<file path="src/rtl/cam_rx_pkg.sv">
package cam_rx_pkg;
  localparam int unsigned REG_W     = 32;
  localparam int unsigned LANE_EN_W = 5;
  localparam int unsigned SOT_W     = 4;
  localparam int unsigned ERR_W     = 6;
  localparam int unsigned NI_W      = 4;

  localparam logic [7:0] OFF_CTRL = 8'h00;
  localparam logic [7:0] OFF_PHY  = 8'h04;
  localparam logic [7:0] OFF_CFG  = 8'h08;
  localparam logic [7:0] OFF_MASK = 8'h10;
  localparam logic [7:0] OFF_SRC  = 8'h14;
  localparam logic [7:0] OFF_RES  = 8'h2C;

  localparam logic [REG_W-1:0] CTRL_KEEP = 32'h8010_0101;
  localparam logic [REG_W-1:0] PHY_KEEP  = 32'hF800_001F;
  localparam logic [REG_W-1:0] CFG_KEEP  = 32'h0000_00FF;
  localparam logic [REG_W-1:0] MASK_KEEP = 32'hF000_103F;
  localparam logic [REG_W-1:0] SRC_KEEP  = 32'hF000_F03F;

  localparam int unsigned B_EN    = 0;
  localparam int unsigned B_SRST  = 4;
  localparam int unsigned B_WCLK  = 8;
  localparam int unsigned B_UPD   = 16;
  localparam int unsigned B_ALIGN = 20;
  localparam int unsigned B_SWAP  = 31;
  localparam int unsigned B_SOT0  = 12;

  typedef struct packed {
    logic                 swap;
    logic                 align32;
    logic                 wclk_ext;
    logic [1:0]           lane_cnt;
    logic [5:0]           dtype;
    logic [15:0]          width;
    logic [15:0]          height;
    logic [4:0]           settle;
    logic [LANE_EN_W-1:0] lane_en;
  } shadow_t;
endpackage

</file>
<file path="src/rtl/cam_rx_regbank.sv">
module cam_rx_regbank
  import cam_rx_pkg::*;
#(
  parameter int unsigned ADDR_W = 8
) (
  input  logic             clk,
  input  logic             rst,
  input  logic             bus_wr,
  input  logic             bus_rd,
  input  logic [ADDR_W-1:0] bus_addr,
  input  logic [REG_W-1:0] bus_wdata,
  input  logic [REG_W-1:0] src_q,
  output logic [REG_W-1:0] ctrl_q,
  output logic [REG_W-1:0] phy_q,
  output logic [REG_W-1:0] cfg_q,
  output logic [REG_W-1:0] res_q,
  output logic [REG_W-1:0] mask_q,
  output logic             upd_pulse,
  output logic             srst_pulse,
  output logic [REG_W-1:0] clr_vec,
  output logic [REG_W-1:0] bus_rdata
);
  localparam logic [ADDR_W-1:0] A_CTRL = ADDR_W'(OFF_CTRL);
  localparam logic [ADDR_W-1:0] A_PHY  = ADDR_W'(OFF_PHY);
  localparam logic [ADDR_W-1:0] A_CFG  = ADDR_W'(OFF_CFG);
  localparam logic [ADDR_W-1:0] A_MASK = ADDR_W'(OFF_MASK);
  localparam logic [ADDR_W-1:0] A_SRC  = ADDR_W'(OFF_SRC);
  localparam logic [ADDR_W-1:0] A_RES  = ADDR_W'(OFF_RES);

  logic aligned;
  logic sel_ctrl, sel_phy, sel_cfg, sel_mask, sel_src, sel_res, sel_any;
  logic [REG_W-1:0] rd_mux;

  assign aligned  = (bus_addr[1:0] == 2'b00);
  assign sel_ctrl = aligned && (bus_addr[ADDR_W-1:2] == A_CTRL[ADDR_W-1:2]);
  assign sel_phy  = aligned && (bus_addr[ADDR_W-1:2] == A_PHY[ADDR_W-1:2]);
  assign sel_cfg  = aligned && (bus_addr[ADDR_W-1:2] == A_CFG[ADDR_W-1:2]);
  assign sel_mask = aligned && (bus_addr[ADDR_W-1:2] == A_MASK[ADDR_W-1:2]);
  assign sel_src  = aligned && (bus_addr[ADDR_W-1:2] == A_SRC[ADDR_W-1:2]);
  assign sel_res  = aligned && (bus_addr[ADDR_W-1:2] == A_RES[ADDR_W-1:2]);
  assign sel_any  = sel_ctrl | sel_phy | sel_cfg | sel_mask | sel_src | sel_res;

  assign clr_vec = (bus_wr && sel_src) ? (bus_wdata & SRC_KEEP) : '0;

  always_comb begin
    rd_mux = '0;
    if (sel_ctrl) begin
      rd_mux = ctrl_q;
      rd_mux[B_UPD]  = upd_pulse;
      rd_mux[B_SRST] = srst_pulse;
    end
    if (sel_phy)  rd_mux = phy_q;
    if (sel_cfg)  rd_mux = cfg_q;
    if (sel_mask) rd_mux = mask_q;
    if (sel_src)  rd_mux = src_q;
    if (sel_res)  rd_mux = res_q;
  end

  always_ff @(posedge clk) begin
    if (rst) begin
      ctrl_q     <= '0;
      phy_q      <= '0;
      cfg_q      <= '0;
      res_q      <= '0;
      mask_q     <= '0;
      upd_pulse  <= 1'b0;
      srst_pulse <= 1'b0;
      bus_rdata  <= '0;
    end else begin
      upd_pulse  <= bus_wr && sel_ctrl && bus_wdata[B_UPD];
      srst_pulse <= bus_wr && sel_ctrl && bus_wdata[B_SRST];
      if (bus_wr) begin
        if (sel_ctrl) ctrl_q <= bus_wdata & CTRL_KEEP;
        if (sel_phy)  phy_q  <= bus_wdata & PHY_KEEP;
        if (sel_cfg)  cfg_q  <= bus_wdata & CFG_KEEP;
        if (sel_mask) mask_q <= bus_wdata & MASK_KEEP;
        if (sel_res)  res_q  <= bus_wdata;
      end
      if (bus_rd) bus_rdata <= rd_mux;
    end
  end

  assert_upd_selfclear_R4: assert property (@(posedge clk) disable iff (rst)
    upd_pulse |=> (!upd_pulse || $past(bus_wr && sel_ctrl && bus_wdata[B_UPD])));

  assert_srst_one_cycle_R6: assert property (@(posedge clk) disable iff (rst)
    srst_pulse |=> (!srst_pulse || $past(bus_wr && sel_ctrl && bus_wdata[B_SRST])));

  assert_unmapped_zero_R11: assert property (@(posedge clk) disable iff (rst)
    (bus_rd && !sel_any) |=> (bus_rdata == '0));

  assert_unmapped_write_R11: assert property (@(posedge clk) disable iff (rst)
    (bus_wr && !sel_any) |=> ($stable(cfg_q) && $stable(phy_q) && $stable(res_q) && $stable(mask_q)));
endmodule

</file>
<file path="src/rtl/cam_rx_evt_status.sv">
module cam_rx_evt_status
  import cam_rx_pkg::*;
(
  input  logic             clk,
  input  logic             rst,
  input  logic             srst,
  input  logic [REG_W-1:0] ev_vec,
  input  logic [REG_W-1:0] clr_vec,
  input  logic [REG_W-1:0] mask_q,
  output logic [REG_W-1:0] src_q,
  output logic             irq
);
  logic [REG_W-1:0] mask_eff;
  logic [REG_W-1:0] ev_live;

  assign ev_live = ev_vec & SRC_KEEP;

  for (genvar b = 0; b < REG_W; b++) begin : g_mask
    if (b >= B_SOT0 && b < B_SOT0 + SOT_W) begin : g_sot
      assign mask_eff[b] = mask_q[B_SOT0];
    end else begin : g_plain
      assign mask_eff[b] = mask_q[b];
    end
  end

  always_ff @(posedge clk) begin
    if (rst || srst) begin
      src_q <= '0;
      irq   <= 1'b0;
    end else begin
      src_q <= (ev_live | (src_q & ~clr_vec)) & SRC_KEEP;
      irq   <= |(src_q & mask_eff);
    end
  end

  assert_sticky_hold_R7: assert property (@(posedge clk) disable iff (rst)
    (!srst && clr_vec == '0) |=> ((src_q & $past(src_q)) == $past(src_q)));

  assert_event_wins_R9: assert property (@(posedge clk) disable iff (rst)
    (!srst && ev_live != '0) |=> ((src_q & $past(ev_live)) == $past(ev_live)));

  assert_masked_quiet_R10: assert property (@(posedge clk) disable iff (rst)
    (mask_q == '0) |=> !irq);

  assert_srst_clears_R6: assert property (@(posedge clk) disable iff (rst)
    srst |=> (src_q == '0));
endmodule

</file>
<file path="src/rtl/cam_rx_shadow.sv">
module cam_rx_shadow
  import cam_rx_pkg::*;
(
  input  logic                 clk,
  input  logic                 rst,
  input  logic                 srst,
  input  logic                 upd,
  input  logic                 in_swap,
  input  logic                 in_align32,
  input  logic                 in_wclk_ext,
  input  logic [7:0]           in_cfg,
  input  logic [4:0]           in_settle,
  input  logic [LANE_EN_W-1:0] in_lane_en,
  input  logic [REG_W-1:0]     in_res,
  output shadow_t              sh_q
);
  logic [LANE_EN_W-1:0] lane_mask;
  shadow_t              nxt;

  for (genvar i = 0; i < LANE_EN_W; i++) begin : g_lane
    assign lane_mask[i] = (i <= (int'(in_cfg[1:0]) + 1));
  end

  always_comb begin
    nxt.swap     = in_swap;
    nxt.align32  = in_align32;
    nxt.wclk_ext = in_wclk_ext;
    nxt.lane_cnt = in_cfg[1:0];
    nxt.dtype    = in_cfg[7:2];
    nxt.width    = in_res[31:16];
    nxt.height   = in_res[15:0];
    nxt.settle   = in_settle;
    nxt.lane_en  = in_lane_en & lane_mask;
  end

  always_ff @(posedge clk) begin
    if (rst || srst) sh_q <= '0;
    else if (upd)    sh_q <= nxt;
  end

  assert_shadow_hold_R3: assert property (@(posedge clk) disable iff (rst)
    (!upd && !srst) |=> $stable(sh_q));

  assert_shadow_cleared_R6: assert property (@(posedge clk) disable iff (rst)
    srst |=> (sh_q == '0));

  assert_lane_subset_R5: assert property (@(posedge clk) disable iff (rst)
    (upd && !srst) |=> ((sh_q.lane_en & ~$past(in_lane_en)) == '0));
endmodule

</file>
<file path="src/rtl/cam_rx_csr.sv">
module cam_rx_csr
  import cam_rx_pkg::*;
#(
  parameter int unsigned ADDR_W = 8
) (
  input  logic                 clk,
  input  logic                 rst,
  input  logic                 bus_wr,
  input  logic                 bus_rd,
  input  logic [ADDR_W-1:0]    bus_addr,
  input  logic [REG_W-1:0]     bus_wdata,
  output logic [REG_W-1:0]     bus_rdata,
  input  logic [ERR_W-1:0]     ev_err,
  input  logic [SOT_W-1:0]     ev_sot,
  input  logic [NI_W-1:0]      ev_nonimg,
  output logic                 irq,
  output logic                 dp_enable,
  output logic                 dp_soft_rst,
  output logic                 dp_swap,
  output logic                 dp_wclk_ext,
  output logic                 dp_align32,
  output logic [1:0]           dp_lane_cnt,
  output logic [5:0]           dp_dtype,
  output logic [15:0]          dp_width,
  output logic [15:0]          dp_height,
  output logic [4:0]           dp_settle,
  output logic [LANE_EN_W-1:0] dp_lane_en
);
  localparam int unsigned GAP_HI = 28 - (B_SOT0 + SOT_W);
  localparam int unsigned GAP_LO = B_SOT0 - ERR_W;

  logic [REG_W-1:0] ctrl_q, phy_q, cfg_q, res_q, mask_q, src_q, clr_vec, ev_vec;
  logic             upd_pulse, srst_pulse;
  shadow_t          sh_q;

  assign ev_vec = {ev_nonimg, {GAP_HI{1'b0}}, ev_sot, {GAP_LO{1'b0}}, ev_err};

  cam_rx_regbank #(.ADDR_W(ADDR_W)) u_regs (
    .clk(clk), .rst(rst), .bus_wr(bus_wr), .bus_rd(bus_rd),
    .bus_addr(bus_addr), .bus_wdata(bus_wdata), .src_q(src_q),
    .ctrl_q(ctrl_q), .phy_q(phy_q), .cfg_q(cfg_q), .res_q(res_q),
    .mask_q(mask_q), .upd_pulse(upd_pulse), .srst_pulse(srst_pulse),
    .clr_vec(clr_vec), .bus_rdata(bus_rdata)
  );

  cam_rx_evt_status u_evt (
    .clk(clk), .rst(rst), .srst(srst_pulse), .ev_vec(ev_vec),
    .clr_vec(clr_vec), .mask_q(mask_q), .src_q(src_q), .irq(irq)
  );

  cam_rx_shadow u_shadow (
    .clk(clk), .rst(rst), .srst(srst_pulse), .upd(upd_pulse),
    .in_swap(ctrl_q[B_SWAP]), .in_align32(ctrl_q[B_ALIGN]),
    .in_wclk_ext(ctrl_q[B_WCLK]), .in_cfg(cfg_q[7:0]),
    .in_settle(phy_q[31:27]), .in_lane_en(phy_q[LANE_EN_W-1:0]),
    .in_res(res_q), .sh_q(sh_q)
  );

  assign dp_enable   = ctrl_q[B_EN];
  assign dp_soft_rst = srst_pulse;
  assign dp_swap     = sh_q.swap;
  assign dp_wclk_ext = sh_q.wclk_ext;
  assign dp_align32  = sh_q.align32;
  assign dp_lane_cnt = sh_q.lane_cnt;
  assign dp_dtype    = sh_q.dtype;
  assign dp_width    = sh_q.width;
  assign dp_height   = sh_q.height;
  assign dp_settle   = sh_q.settle;
  assign dp_lane_en  = sh_q.lane_en;

  assert_enable_live_R12: assert property (@(posedge clk) disable iff (rst)
    (bus_wr && bus_addr == ADDR_W'(OFF_CTRL)) |=> (dp_enable == $past(bus_wdata[B_EN])));
endmodule

</file>
<file path="config.mk">
export PLATFORM = sky130hd
export DESIGN_NAME = cam_rx_csr
export DESIGN_NICKNAME = d
export VERILOG_FILES = /design/src/rtl/cam_rx_pkg.sv /design/src/rtl/cam_rx_regbank.sv /design/src/rtl/cam_rx_evt_status.sv /design/src/rtl/cam_rx_shadow.sv /design/src/rtl/cam_rx_csr.sv
export SDC_FILE = /design/constraint.sdc
export NUM_CORES = 1
export LEC_CHECK = 0
export BUFFER_PORTS_ARGS = -buffer_cell sky130_fd_sc_hd__buf_2
export CAP_MARGIN = 30
export CORE_MARGIN = 4
export CORE_UTILIZATION = 45
export CTS_CLUSTER_DIAMETER = 100
export DETAILED_ROUTE_END_ITERATION = 12
export GPL_TIMING_DRIVEN = 0
export PLACE_DENSITY = 0.77
export SYNTH_ARGS = -nofsm -noshare
export SYNTH_HDL_FRONTEND = slang
export SYNTH_SLANG_ARGS = --single-unit
export TNS_END_PERCENT = 20
</file>
<file path="constraint.sdc">
create_clock -name clk -period 1.8 [get_ports clk]
set_clock_uncertainty 0.2 [all_clocks]
set_input_delay 0.36 -clock clk [delete_from_list [all_inputs] [get_ports clk]]
set_output_delay 0.36 -clock clk [all_outputs]
set_load 0.01 [all_outputs]
</file>
== Word level (Yosys, flattened, before mapping) ==
Cells that the tools add are included.

* Latch bits: 0
* Logic and storage cells: 62
* Bits of input ports: 58
* Output and inout bits: 88
* Flip-flop bits (word level): 185
* ROM bits: 0
* Memories: 0
* RAM bits: 0

* Order comparisons: 5
* Equal/unequal tests: 5
* Mux-type cells: 7
* Bitwise operators: 5
* Div/mod/pow operators: 0
* Reductions and logical operators: 19
* Multipliers: 0
* Add/subtract/negate cells: 1
* Shift operators: 0

{| class="wikitable"
|+ Operators with widths
! cell !! number
|-
| $mux 32 || 7
|-
| $and 32x32->32 || 2
|-
| $le 3x32->1 const A || 2
|-
| $le 2x32->1 const A || 1
|-
| $le 4x32->1 const A || 1
|-
| $not 32->32 || 1
|-
| $or 32x32->32 || 1
|-
| $reduce_or 32->1 || 1
|-
| $eq 6x3->1 const B || 2
|-
| $logic_and 1x1->1 || 10
|-
| $reduce_and 2->1 || 5
|-
| $eq 6x1->1 const B || 1
|-
| $eq 6x2->1 const B || 1
|-
| $eq 6x4->1 const B || 1
|-
| $logic_not 6->1 || 1
|-
| $and 5x5->5 || 1
|-
| $add 2x1->3 const B || 1
|-
| $le 1x3->1 const A || 1
|-
| $logic_not 2->1 || 1
|-
| $logic_or 1x1->1 || 1
|}

== Logic depth before layout (Yosys ltp) ==
Gate-level depths: netlist (run 1).

* Word-level depth: 8
* Gate-level depth with buffers: 7
* Depth with buffers taken out: 4

== Hierarchy ==
A second synthesis (run 1) with hierarchy kept.

* Cell total of the unflattened synthesis: 860
* Area total of the unflattened synthesis: 7,803.7 um^2

{| class="wikitable"
|+ By module, submodules not included
! module !! area each (um^2) !! cells each !! times used
|-
| cam_rx_regbank || 5,132.4 || 597 || 1
|-
| cam_rx_shadow || 1,954.4 || 175 || 1
|-
| cam_rx_evt_status || 713.2 || 87 || 1
|-
| cam_rx_csr || 3.8 || 1 || 1
|}

== Worst setup path after synthesis (run 1) ==
No wires, ideal clock.

* Kind: input -> register
* From: input port bus_addr[2]
* To: register u_regs.bus_rdata[14]
* Path buffers: 3
* Required time: 1.468 ns
* Arrival time: 1.552 ns
* Setup time: 0.132 ns
* Stages: 7
* Path slack: -0.084 ns
* Cells stage by stage: clkbuf_2 -> and3_1 -> and3_1 -> buf_2 -> buf_4 -> a221oi_1 -> nor3_1

* Cells in the longest elaborated chain, start to end: 7

{| class="wikitable"
|+ RTL lines
! item !! RTL line !! source
|-
| from (decl) || cam_rx_csr.sv:10 || <nowiki>input logic [ADDR_W-1:0] bus_addr,</nowiki>
|-
| $eq 6x1->1 || cam_rx_regbank.sv:36 || <nowiki>assign sel_phy = aligned && (bus_addr[ADDR_W-1:2] == A_PHY[ADDR_W-1:2]);</nowiki>
|-
| $logic_and 1x1->1 || cam_rx_regbank.sv:36 ||
|-
| $mux 32 || cam_rx_regbank.sv:52 || <nowiki>if (sel_phy) rd_mux = phy_q;</nowiki>
|-
| $mux 32 || cam_rx_regbank.sv:53 || <nowiki>if (sel_cfg) rd_mux = cfg_q;</nowiki>
|-
| $mux 32 || cam_rx_regbank.sv:54 || <nowiki>if (sel_mask) rd_mux = mask_q;</nowiki>
|-
| $mux 32 || cam_rx_regbank.sv:55 || <nowiki>if (sel_src) rd_mux = src_q;</nowiki>
|-
| $mux 32 (*) || cam_rx_regbank.sv:56 || <nowiki>if (sel_res) rd_mux = res_q;</nowiki>
|-
| to (signal assigned) || cam_rx_regbank.sv:79 || <nowiki>if (bus_rd) bus_rdata <= rd_mux;</nowiki>
|-
| to (decl) || cam_rx_regbank.sv:21 || <nowiki>output logic [REG_W-1:0] bus_rdata</nowiki>
|}

Mark *: on every way between the ends. The rest lies on a longest branch, timed or not.
A chain may end at the register's enable or synchronous reset.

==> impl.org, run 1 <==
** Outcome
- Run status :: finished with violations
- Failing checks :: negative setup slack

** Timing
- Relative slew slack :: 0.536
- Across all setup checks in the final design, the least slack found is -0.0511 ns.
- At the pin with the least slew margin, the transition time is 0.696 ns.
- The number of failing hold endpoints at the final stage came to 0.
- In the final timing run, aggregate negative setup slack is -0.158 ns.
- Final cycle utilization of the critical path :: 1.03
- Timing would allow up to 0.540 GHz.
- Setup violations remaining at the end of the flow were counted as 6.
- Final period demand of the worst path :: 1.85 ns
- The tightest hold path in the finished design has a slack of 0.0316 ns.
- Setup repair after global routing missed its margin :: true
- Total count of max-transition violations in the final report :: 0

** Place
- Placed wire-length estimate :: 15100 um
- Once placement finished, the instance area stood at 7500 sq um.
- Final weighted congestion in routability-driven placement :: 0.946
- Input/output buffers :: 143

** Drt
- Number of violations reported at the end of detailed-routing iteration 0 :: 659
- For this run, design rule violations remaining after detail routing come to 0.
- Final WL :: 21200 um
- In the routed layout, each cell is associated on average with a via count of 5.60.
- Remaining antenna violation count :: 0
- First-pass iteration count of the detailed router :: 5
- Average wire per standard cell :: 19.0 um
- Detailed routing inserted a total of 6224 vias.

** Global route
- After global routing, the most crowded layer is met2.
- The number of antenna violations at the first check in global routing is 0.
- Met3 usage :: 0.0710
- Grt ovf :: 0
- For met1 alone, demand over resource in global routing was 0.343.
- Total routing usage reported by global routing :: 0.256
- Entering global routing, the biggest net connects 17 pins.
- Global-route wire length before repair :: 32800 um
- Number of global-route vias before repair :: 5931
- For this run, global-route usage on met2 was measured as 0.410.

** Clock network
- For the worst-skew pair, the clock arrives at the later sink with an insertion delay of 0.43 ns.
- The clock drives 167 sinks.
- Largest buffer count on any clock path :: 2
- Clock Tree Root :: sky130_fd_sc_hd__clkbuf_16
- Buffers inserted during clock tree synthesis total 17.
- After clock tree synthesis, the clock-pin slew on the worst setup and hold paths is 0.06 ns.
- TritonCTS built the clock tree.
- The clock tree synthesis step divided the H-tree into 4 levels.

** Cells and area
- The finished cells cover 8540 sq um.
- Post-layout net count :: 978
- Filler instances :: 1168
- Compared with the post-synthesis result, the final layout area differs by 30.6%.
- Fraction of final layout cells sized beyond drive strength 1 :: 0.246
- The library cell used most frequently in the layout, excluding fill and tap cells, is sky130_fd_sc_hd__dfxtp_1.
- In the layout the commonest cells are sky130_fd_sc_hd__dfxtp_1, sky130_fd_sc_hd__buf_2, sky130_fd_sc_hd__nand2_1.
- Once layout is complete, the utilization of the core stands at 0.608.

** Floorplan
- Die outline width :: 129 um
- Die area :: 16500 sq um
- From bottom edge to top edge, the die measures 129 um.
- Initial core utilization :: 0.466
- Core outline area :: 14000 sq um
- Cell Rows :: 43
- 146 I/O pins were placed.

** Synthesis
- Counting distinct cell types in the post-synthesis netlist gives 48.
- Post-synth ARST share :: 0
- Cell type contributing the most total cell area after synthesis :: sky130_fd_sc_hd__dfxtp_1
- Cells taking the most area after synthesis :: sky130_fd_sc_hd__dfxtp_1, sky130_fd_sc_hd__mux2i_1, sky130_fd_sc_hd__nand2_1
- Mapped Cells :: 718
- Counting flops with a built-in enable in the synthesized netlist gives 0.
- Syn Area/Cell :: 9.11 sq um
- During synthesis, Yosys emitted a total of 0 warnings.
- Post-synthesis sequential element count :: 167
- The most used flip-flop cell after synthesis is sky130_fd_sc_hd__dfxtp_1.
- Fraction of the yosys area taken by sequential cells :: 0.511
- Of the post-synthesis cell area, the dominant cell type holds 0.511.
- Netlist area before placement :: 6540 sq um
- Synthesized Nets :: 776

** Critical path
- Of all nets on the critical path, the largest fanout is 10.
- STA classifies the critical path endpoint as a register.
- At the worst endpoint, the required time is 1.95 ns.
- STA puts the critical path data arrival time at 2.00 ns.
- Critical path launch point type :: primary input
- The critical path is of the in2reg type.

** Hold path
- In this run the worst hold path is classified as in2reg.

** Pwr
- Summed over all cells, the static leakage comes to 0.00343 uW.
- The design draws 7730 uW.
- For this design the ratio of total power to cell area is 906 nW/um^2.
- The worst-case IR drop observed on VDD is 1.25 mV.

** Job
- The tool flagged a number of max-cap violations equal to 0.
routing by layer:
layer / share of wire / wire length [um] / vias up
li1: - / - / 2946
met1: 0.42 / 8870 / 2922
met2: 0.46 / 9770 / 320
met3: 0.10 / 2170 / 36
met4: 0.017 / 369 / 0
met5: 0 / 0 / -
worst max-delay path, stage by stage:
cell and delay (ns):
sky130_fd_sc_hd__buf_2 0.08, sky130_fd_sc_hd__clkbuf_1 0.44, sky130_fd_sc_hd__clkbuf_1 0.58, sky130_fd_sc_hd__o221ai_1 0.27
sky130_fd_sc_hd__a211oi_1 0.26
through the flow:
step	instances	setup slack, ns
3_3_place_gp	1041	-0.615
6_report	1112	-0.0511
3_5_place_dp	1041	-0.624
4_1_cts	1107	0.000410
5_1_grt	1111	-0.0922
2_1_floorplan	718	-0.00000266
cell usage after synthesis (all sizes together), types with 2 or more instances:
library cell  count
buf              20
nor4b             3
dfxtp           167
o22a              3
nor2             82
a22oi             3
nand2           111
a21oi            72
a211oi            6
nor3b             2
and3              5
a22o              4
a221oi           15
nor2b             2
and2              2
mux2i            65
o2bb2ai           2
nor3             15
nand2b            6
o211ai            5
a2111oi           3
o221ai            2
clkbuf           33
a21boi           14
o31ai             2
nand4             5
o21a             14
a32o              3
nand3            39
o22ai             2
cell type report:
class	instances	area [sq um]	area share
diodes	1	2.50	0.000293
inverters	1	3.75	0.000440
plain buffers	52	254	0.0298
flip-flops and latches	167	3340	0.392
clock inverters	10	106	0.0125
well taps	180	225	0.0264
repair buffers	184	1130	0.132
clock buffers	20	447	0.0523
multi-input cells	497	3030	0.355
state kept, by name, summed over array words and instances, names as in the netlist:
signal	flops
u_evt.irq	1
u_regs.mask_q	11
u_regs.srst_pulse	1
u_regs.ctrl_q	4
u_regs.bus_rdata	32
u_evt.src_q	14
u_regs.cfg_q	8
u_shadow.sh_q	53
u_regs.upd_pulse	1
u_regs.res_q	32
u_regs.phy_q	10
worst paths after layout:
kind | startpoint | to | slack (ns) | cells after the start
min reg2reg | u_regs.bus_rdata[23] | u_regs.bus_rdata[23] | 0.26 | 2
max | bus_rd | u_regs.bus_rdata[0] | -0.05 | 5
max reg2reg | u_regs.upd_pulse | u_shadow.sh_q[12] | 0.10 | 5
min | bus_wdata[5] | u_regs.res_q[5] | 0.03 | 3
what timing repair did:
action                                  in CTS  in global routing
gates resized for setup                      7                 30
endpoints found under the setup margin      69                129
hold buffers                                36                  0
gates cloned                                 0                  1
hold endpoints to repair                    37                  0
setup buffers                                0                  4
pin swaps                                    0                  7
power by group:
part / total [uW] / internal, uW / leakage [uW] / switching, uW
registers: 3770 / 3730 / 0.00135 / 34.6
clock network: 3490 / 2050 / 0.000275 / 1440
logic: 475 / 193 / 0.00180 / 282
cell families after synthesis:
logic type	after synthesis	synth area share
buffers and inverters	54	0.0358
AOI/OAI and AO/OA	153	0.158
muxes	65	0.0995
DFF	167	0.511
and+or+nand+nor	279	0.196
Note: power is estimated with default switching activity, not from simulation.
==> inputs of run 2 (changes only) <==
- CORE_UTILIZATION: 45 -> 49
- PLACE_DENSITY: 0.77 -> 0.82
==> run 2 against run 1 <==
The flow now finishes without violations. Sequential power about the same. Combinational power about the same. Sequential share of layout area increased by 0.057 points. Utilization increased by 5.7 points. Setup slack improved by 0.070 ns. Register-to-register slack got worse by 0.02 ns. Cell count decreased by 0.54%. Fmax increased by 3.9%.
==> impl.org, run 2 (synthesis results as in run 1) <==
** Floorplan
- Die area :: 15300 sq um
- Die Span Y :: 124 um
- The floorplan step set the die width to 124 um.
- The initialized floorplan defines 41 standard-cell rows.
- The core region is 12800 sq um.
- The initial utilization of the core area, before any placement, comes to 0.510.
- In this run the count of I/O pins placed on the die edge is 146.

** Drt
- In the routed design, unresolved DRC markers number 0.
- Dividing the detail-routed via count by the number of cells gives 5.71.
- Final WL :: 21000 um
- Number of violations reported at the end of detailed-routing iteration 0 :: 720
- Dividing the detail-routed wire length by the instance count gives 19.0 um.
- Overall via count from detail_route :: 6312
- In this run the remaining antenna-violating nets after routing total 0.
- First-pass iteration count of the detailed router :: 5

** Timing
- Of the available clock period, the critical path in the final layout requires 0.990.
- Setup repair after global routing could not meet its margin everywhere.
- Final number of setup-violating endpoints :: 0
- Final worst setup slack :: 0.0188 ns
- Final period demand of the worst path :: 1.78 ns
- Tightest hold margin :: 0.0229 ns
- Relative slew slack :: 0.484
- For this run, the top clock speed supported by timing is 0.561 GHz.
- Number of hold violations in the final report :: 0
- Pin slew with the least headroom to its limit :: 0.774 ns
- Total count of max-transition violations in the final report :: 0
- After routing, the total negative slack on setup checks comes to 0 ns.

** Pwr
- Switching pwr :: 1820 uW
- Overall power consumption after layout is estimated at 7810 uW.
- IR analysis of the VDD net gives a maximum drop of 0.754 mV.
- The share of total power dissipated in sequential elements is 0.483.
- Of the total power, combinational logic draws 0.061.
- Clk network pwr share :: 0.457
- Power density over cell area :: 916 nW/um^2
- Leak :: 0.00342 uW
- Internal power :: 5990 uW
- Of the total power, the share spent switching nets is 0.233.

** Cells and area
- Commonest non-fill, non-tap cells in the layout :: sky130_fd_sc_hd__dfxtp_1, sky130_fd_sc_hd__buf_2, sky130_fd_sc_hd__nand2_1
- The area growth from synthesis to layout is 30.4%.
- Summing all multi-input logic gate instances after layout gives 3010 sq um.
- Commonest non-fill, non-tap cell in the layout :: sky130_fd_sc_hd__dfxtp_1
- More flip-flops sit in one register than any other, and that register is u_shadow.sh_q.
- Counting the fill cells in the layout gives 1030.
- After the last flow step, the layout net total stands at 977.
- The largest registers in the layout are u_shadow.sh_q: 53 flops, u_regs.bus_rdata: 32 flops, u_regs.res_q: 32 flops.
- Footprint of the flip-flops and latches :: 3340 sq um
- Of the cells placed in the final design, the portion with a size suffix greater than 1 is 0.240.
- Once layout is complete, the utilization of the core stands at 0.665.
- Max FFs per register :: 53

** Clock network
- Later-pin clock latency in the skew report :: 0.43 ns
- Clock tree from TritonCTS :: done
- The H-tree generated during clock tree synthesis spans 4 levels.
- The tree is rooted in a sky130_fd_sc_hd__clkbuf_16.
- The clock passes through at most 2 buffers.
- Total clock buffers created by CTS :: 17
- # clock sinks :: 167
- Clock-pin slew was measured on the worst setup and hold paths at 0.06 ns.

** Place
- Input/output buffers :: 143
- Placed wire-length estimate :: 14800 um
- Before CTS, the worst setup slack after placement is -0.658 ns.
- Final weighted congestion in routability-driven placement :: 0.987

** Critical path
- The worst setup path is of the in2reg kind.
- The largest single stage delay on the critical path is 0.57 ns.
- The worst setup path is captured at a register.
- Crit-path slowest cell :: sky130_fd_sc_hd__or4b_4
- Traced cell by cell, the critical path runs through buf_4, or4b_4, nor3_4, buf_6, a221oi_4, a2111oi_2.
- Maximum fanout along the worst path :: 6
- CP Data Arrival Time :: 1.90 ns
- STA puts the critical path data required time at 1.92 ns.
- Critical path launch point type :: primary input

** Global route
- The number of global-route vias before repair was 5796.
- Total routing usage reported by global routing :: 0.274
- Entering global routing, the biggest net connects 17 pins.
- Antenna violations before repair :: 0
- Global-route wire length before repair :: 31400 um
- Grt ovf :: 0

** Outcome
- The run finished with clean final reports.

** Job
- Across the run, the number of max-cap violations was 0.

** Hold path
- In this run the worst hold path is classified as in2reg.
run 2: power by group through the flow:
stage / clock network [uW] / logic [uW] / registers, uW
final: 3560 / 475 / 3770
after global routing: 3730 / 504 / 3770
after CTS: 3570 / 453 / 3770
after detailed placement: 0 / 388 / 3850
after global placement: 0 / 386 / 3850
after floorplan: 0 / 187 / 3840
run 2: per-layer routing:
layer	up-vias	GRT usage	routed length, um
met1	2922	0.344	8400
met2	380	0.433	9540
met3	76	0.0933	2300
met4	0	0.110	785
met5	-	0	0
li1	2934	-	-
run 2: worst paths after layout:
path | from | end | slack (ns) | cells after the start
setup / recovery | bus_addr[5] | u_regs.bus_rdata[28] | 0.02 | 6
hold / removal | bus_wdata[27] | u_regs.res_q[27] | 0.02 | 3
hold reg to reg | u_regs.bus_rdata[19] | u_regs.bus_rdata[19] | 0.26 | 2
setup reg to reg | u_regs.upd_pulse | u_shadow.sh_q[47] | 0.08 | 4
run 2: repair_timing:
action	CTS	global route
setup endpoints to repair	62	75
pin swaps	0	5
cloned	0	0
endpoints found under the hold margin	38	0
hold buffers	35	0
setup buffers	0	4
gates resized for setup	9	19
run 2: final cells by class:
type	count	share of cell area
flip-flops and latches	167	0.392
multi-input cells	497	0.353
repair buffers	182	0.130
clock buffers	23	0.0572
plain buffers	53	0.0304
well taps	172	0.0252
clock inverters	9	0.0107
diodes	2	0.000587
inverters	1	0.000440
run 2: worst max-delay path, delay by kind of cell:
family	cells	cell delay, ns
buf+inv	2	0.32
simple gates	2	0.78
compound gates	2	0.44
run 2: per-stage QoR:
| stage | instance area (sq um) | cells |
|---|---|---|
| 2_1_floorplan | 6560 | 718 |
| 3_3_place_gp | 7490 | 1033 |
| 3_5_place_dp | 7490 | 1033 |
| 4_1_cts | 8440 | 1100 |
| 5_1_grt | 8520 | 1104 |
| 6_report | 8520 | 1106 |
==> inputs of run 3 (changes only) <==
- CORE_UTILIZATION: 49 -> 54
- PLACE_DENSITY: 0.82 -> 0.86
- clock period: 1.8 -> 2 ns (I/O delays scaled with it)
==> run 3 against run 2 <==
Flip-flop and latch count unchanged. Setup slack improved by 0.032 ns. Routed wire length fell by 4.6%. Sequential power shrank 10%. Design area down 4.1%. Register-to-register slack better by 0.08 ns. First-iteration DRC count increased by 12%. Cell count down 5.4%. Global-route usage rose by 1.6 points. Power fell by 7.0%. Largest cell class unchanged. Combinational power fell by 22%.
==> impl.org, run 3 (synthesis results as in run 1) <==
** Outcome
- The run finished with clean final reports.

** Timing
- Hold is met by 0.00817 ns.
- Final number of setup-violating endpoints :: 0
- The number of slew-limit violations in the final report was 0.
- Pin slew with the least headroom to its limit :: 0.798 ns
- Final cycle utilization of the critical path :: 0.975
- The number of failing hold endpoints at the final stage came to 0.
- Setup repair after global routing missed its margin :: false
- Final period demand of the worst path :: 1.95 ns
- Relative slew slack :: 0.468
- Max frequency :: 0.513 GHz

** Drt
- After detailed routing, the average wire length per cell comes to 19.2 um.
- The final layout contains routed wiring with a total length of 20100 um.
- Overall via count from detail_route :: 6232
- The first routing iteration left 809 violations.
- Via density per instance :: 5.96
- First-pass iteration count of the detailed router :: 7
- The detail route stage leaves a number of antenna-violating nets equal to 0.
- For this run, design rule violations remaining after detail routing come to 0.

** Cells and area
- For this run, the post-layout net count is 949.
- Fraction of final layout cells sized beyond drive strength 1 :: 0.228
- Compared with the post-synthesis result, the final layout area differs by 25.1%.
- Commonest non-fill, non-tap cells in the layout :: sky130_fd_sc_hd__dfxtp_1, sky130_fd_sc_hd__buf_2, sky130_fd_sc_hd__nand2_1
- Commonest non-fill, non-tap cell in the layout :: sky130_fd_sc_hd__dfxtp_1
- Final instance area :: 8180 sq um
- The register with the most flip-flops in the layout has 53 of them.
- Most flop-heavy register :: u_shadow.sh_q
- Antenna diode count :: 0
- Post-route insts no fill :: 1046
- In the final layout, the registers with the most flip-flops are u_shadow.sh_q: 53 flops, u_regs.bus_rdata: 32 flops, u_regs.res_q: 32 flops.

** Global route
- The number of antenna violations at the first check in global routing came to 0.
- Maximum number of pins on one net before global-route repair :: 17
- Global routing finished with a remaining overflow of 0.
- The number of global-route vias before repair was 5824.
- Global-route wire length before repair :: 31500 um
- Total routing usage reported by global routing :: 0.290

** Job
- Across the run, the number of max-cap violations was 0.

** Critical path
- CP Data Arrival Time :: 2.07 ns
- Critical path's most frequent cell :: sky130_fd_sc_hd__buf_2
- Number of buffer and inverter stages on the critical path :: 2
- Cells along the critical path :: buf_2, nor4b_4, and3_1, buf_2, a21boi_0, o21a_1
- Required time of the critical path :: 2.12 ns
- For flop-to-flop paths, the worst setup slack is 0.16 ns.
- Critical path launch point type :: primary input
- In this design, the largest share of critical-path delay is due to simple AND/OR/NAND/NOR gates.
- Worst Setup Path Type :: in2reg
- Along the worst path, the maximum fanout reaches 10.
- Worst stage delay on the critical path :: 0.57 ns
- STA classifies the critical path endpoint as a register.
- Crit-path slowest cell :: sky130_fd_sc_hd__nor4b_4

** Clock network
- In this run, CTS created clock tree buffers numbering 17.
- TritonCTS built the clock tree.
- The H-tree generated during clock tree synthesis spans 4 levels.
- Counting along the longest clock path gives a buffer depth of 2.
- Clock-pin transition on the worst setup and hold timing paths :: 0.06 ns
- For this design, the sink count on the clock tree is 167.
- In this run the clock root is driven by a sky130_fd_sc_hd__clkbuf_16.
- The number of setup buffers added after CTS is 0.
- Clock latency on the worst-skew pair, taken at its later pin, is 0.43 ns.

** Place
- In this run, placement finished with an instance count of 1004.
- Input/output buffers :: 143
- Placed wire-length estimate :: 14300 um
- Routability-driven placement finished with a final weighted congestion of 0.961.
- Post-placement cell area :: 7430 sq um

** Floorplan
- Die outline width :: 118 um
- Die Span Y :: 118 um
- Top-level I/O count :: 146
- Die area :: 13900 sq um
- Core outline area :: 11600 sq um
- Cell Rows :: 39
- Initial core utilization :: 0.563

** Hold path
- The min-delay analysis places its worst path in the category in2reg.

** Pwr
- In this run the static leakage power is 0.00329 uW.
- Power density over cell area :: 888 nW/um^2
- Across the VDD grid, the largest voltage drop is 0.502 mV.
[run 3: cell types whose count changed in the layout (fill, tap and decap cells not counted), sizes merged]
cell	previous run	this run
bufinv	1	4
dlygate4sd3	35	11
inv	3	2
diode	2	0
clkinv	2	4
clkinvlp	4	1
clkbuf	60	54
[run 3: metal layers]
| layer | GRT usage | vias up | wire, um | share of wire |
|---|---|---|---|---|
| met1 | 0.372 | 2897 | 8290 | 0.41 |
| met3 | 0.0831 | 68 | 1970 | 0.098 |
| met2 | 0.450 | 386 | 9000 | 0.45 |
| met5 | 0 | - | 0 | 0 |
| met4 | 0.137 | 0 | 805 | 0.040 |
| li1 | - | 2881 | - | - |
[run 3: power by group]
part           leakage, uW  switching (uW)  internal, uW  total (uW)
clock             0.000305            1340          2160        3500
combinational      0.00163             237           134         371
sequential         0.00135            29.1          3360        3390
total              0.00329            1610          5660        7260
[run 3: what timing repair did]
action	CTS	global route
endpoints found under the setup margin	5	6
hold buffers	11	0
gates resized for setup	1	4
hold endpoints to repair	11	0
[run 3: final timing paths]
kind | start | end | cells after the start
worst max-delay path | bus_addr[5] | u_evt.src_q[30] | 6
worst min-delay path | bus_wdata[26] | u_regs.res_q[26] | 3
worst max register to register | u_regs.srst_pulse | u_shadow.sh_q[9] | 4
worst min register to register | u_regs.bus_rdata[19] | u_regs.bus_rdata[19] | 2
[run 3: area by class of cell]
type / instances / area [sq um]
Tap cell: 143 / 179
Sequential cell: 167 / 3340
Multi-Input combinational cell: 497 / 2960
Inverter: 1 / 3.75
Clock buffer: 21 / 460
Clock inverter: 10 / 170
Buffer: 53 / 234
Fill cell: 902 / 3440
Timing Repair Buffer: 154 / 826
[run 3: worst reg2reg max path: cells and delay by family, from the launching register on]
| family | cells | cell delay, ns |
|---|---|---|
| buf+inv | 2 | 0.81 |
| flops | 1 | 0.42 |
| simple gates | 2 | 0.27 |
[run 3: through the flow]
step | setup TNS, ns | power (uW) | worst slack, ns | utilization
floorplan | 0 | 3620 | 0.0760 | -
global placement | -23.77 | 3800 | -0.277 | 0.640
detailed placement | -28.53 | 3800 | -0.309 | 0.640
CTS | 0 | 7260 | 0.109 | 0.704
global route | 0 | 7460 | 0.0138 | 0.704
finish | 0 | 7260 | 0.0505 | 0.704
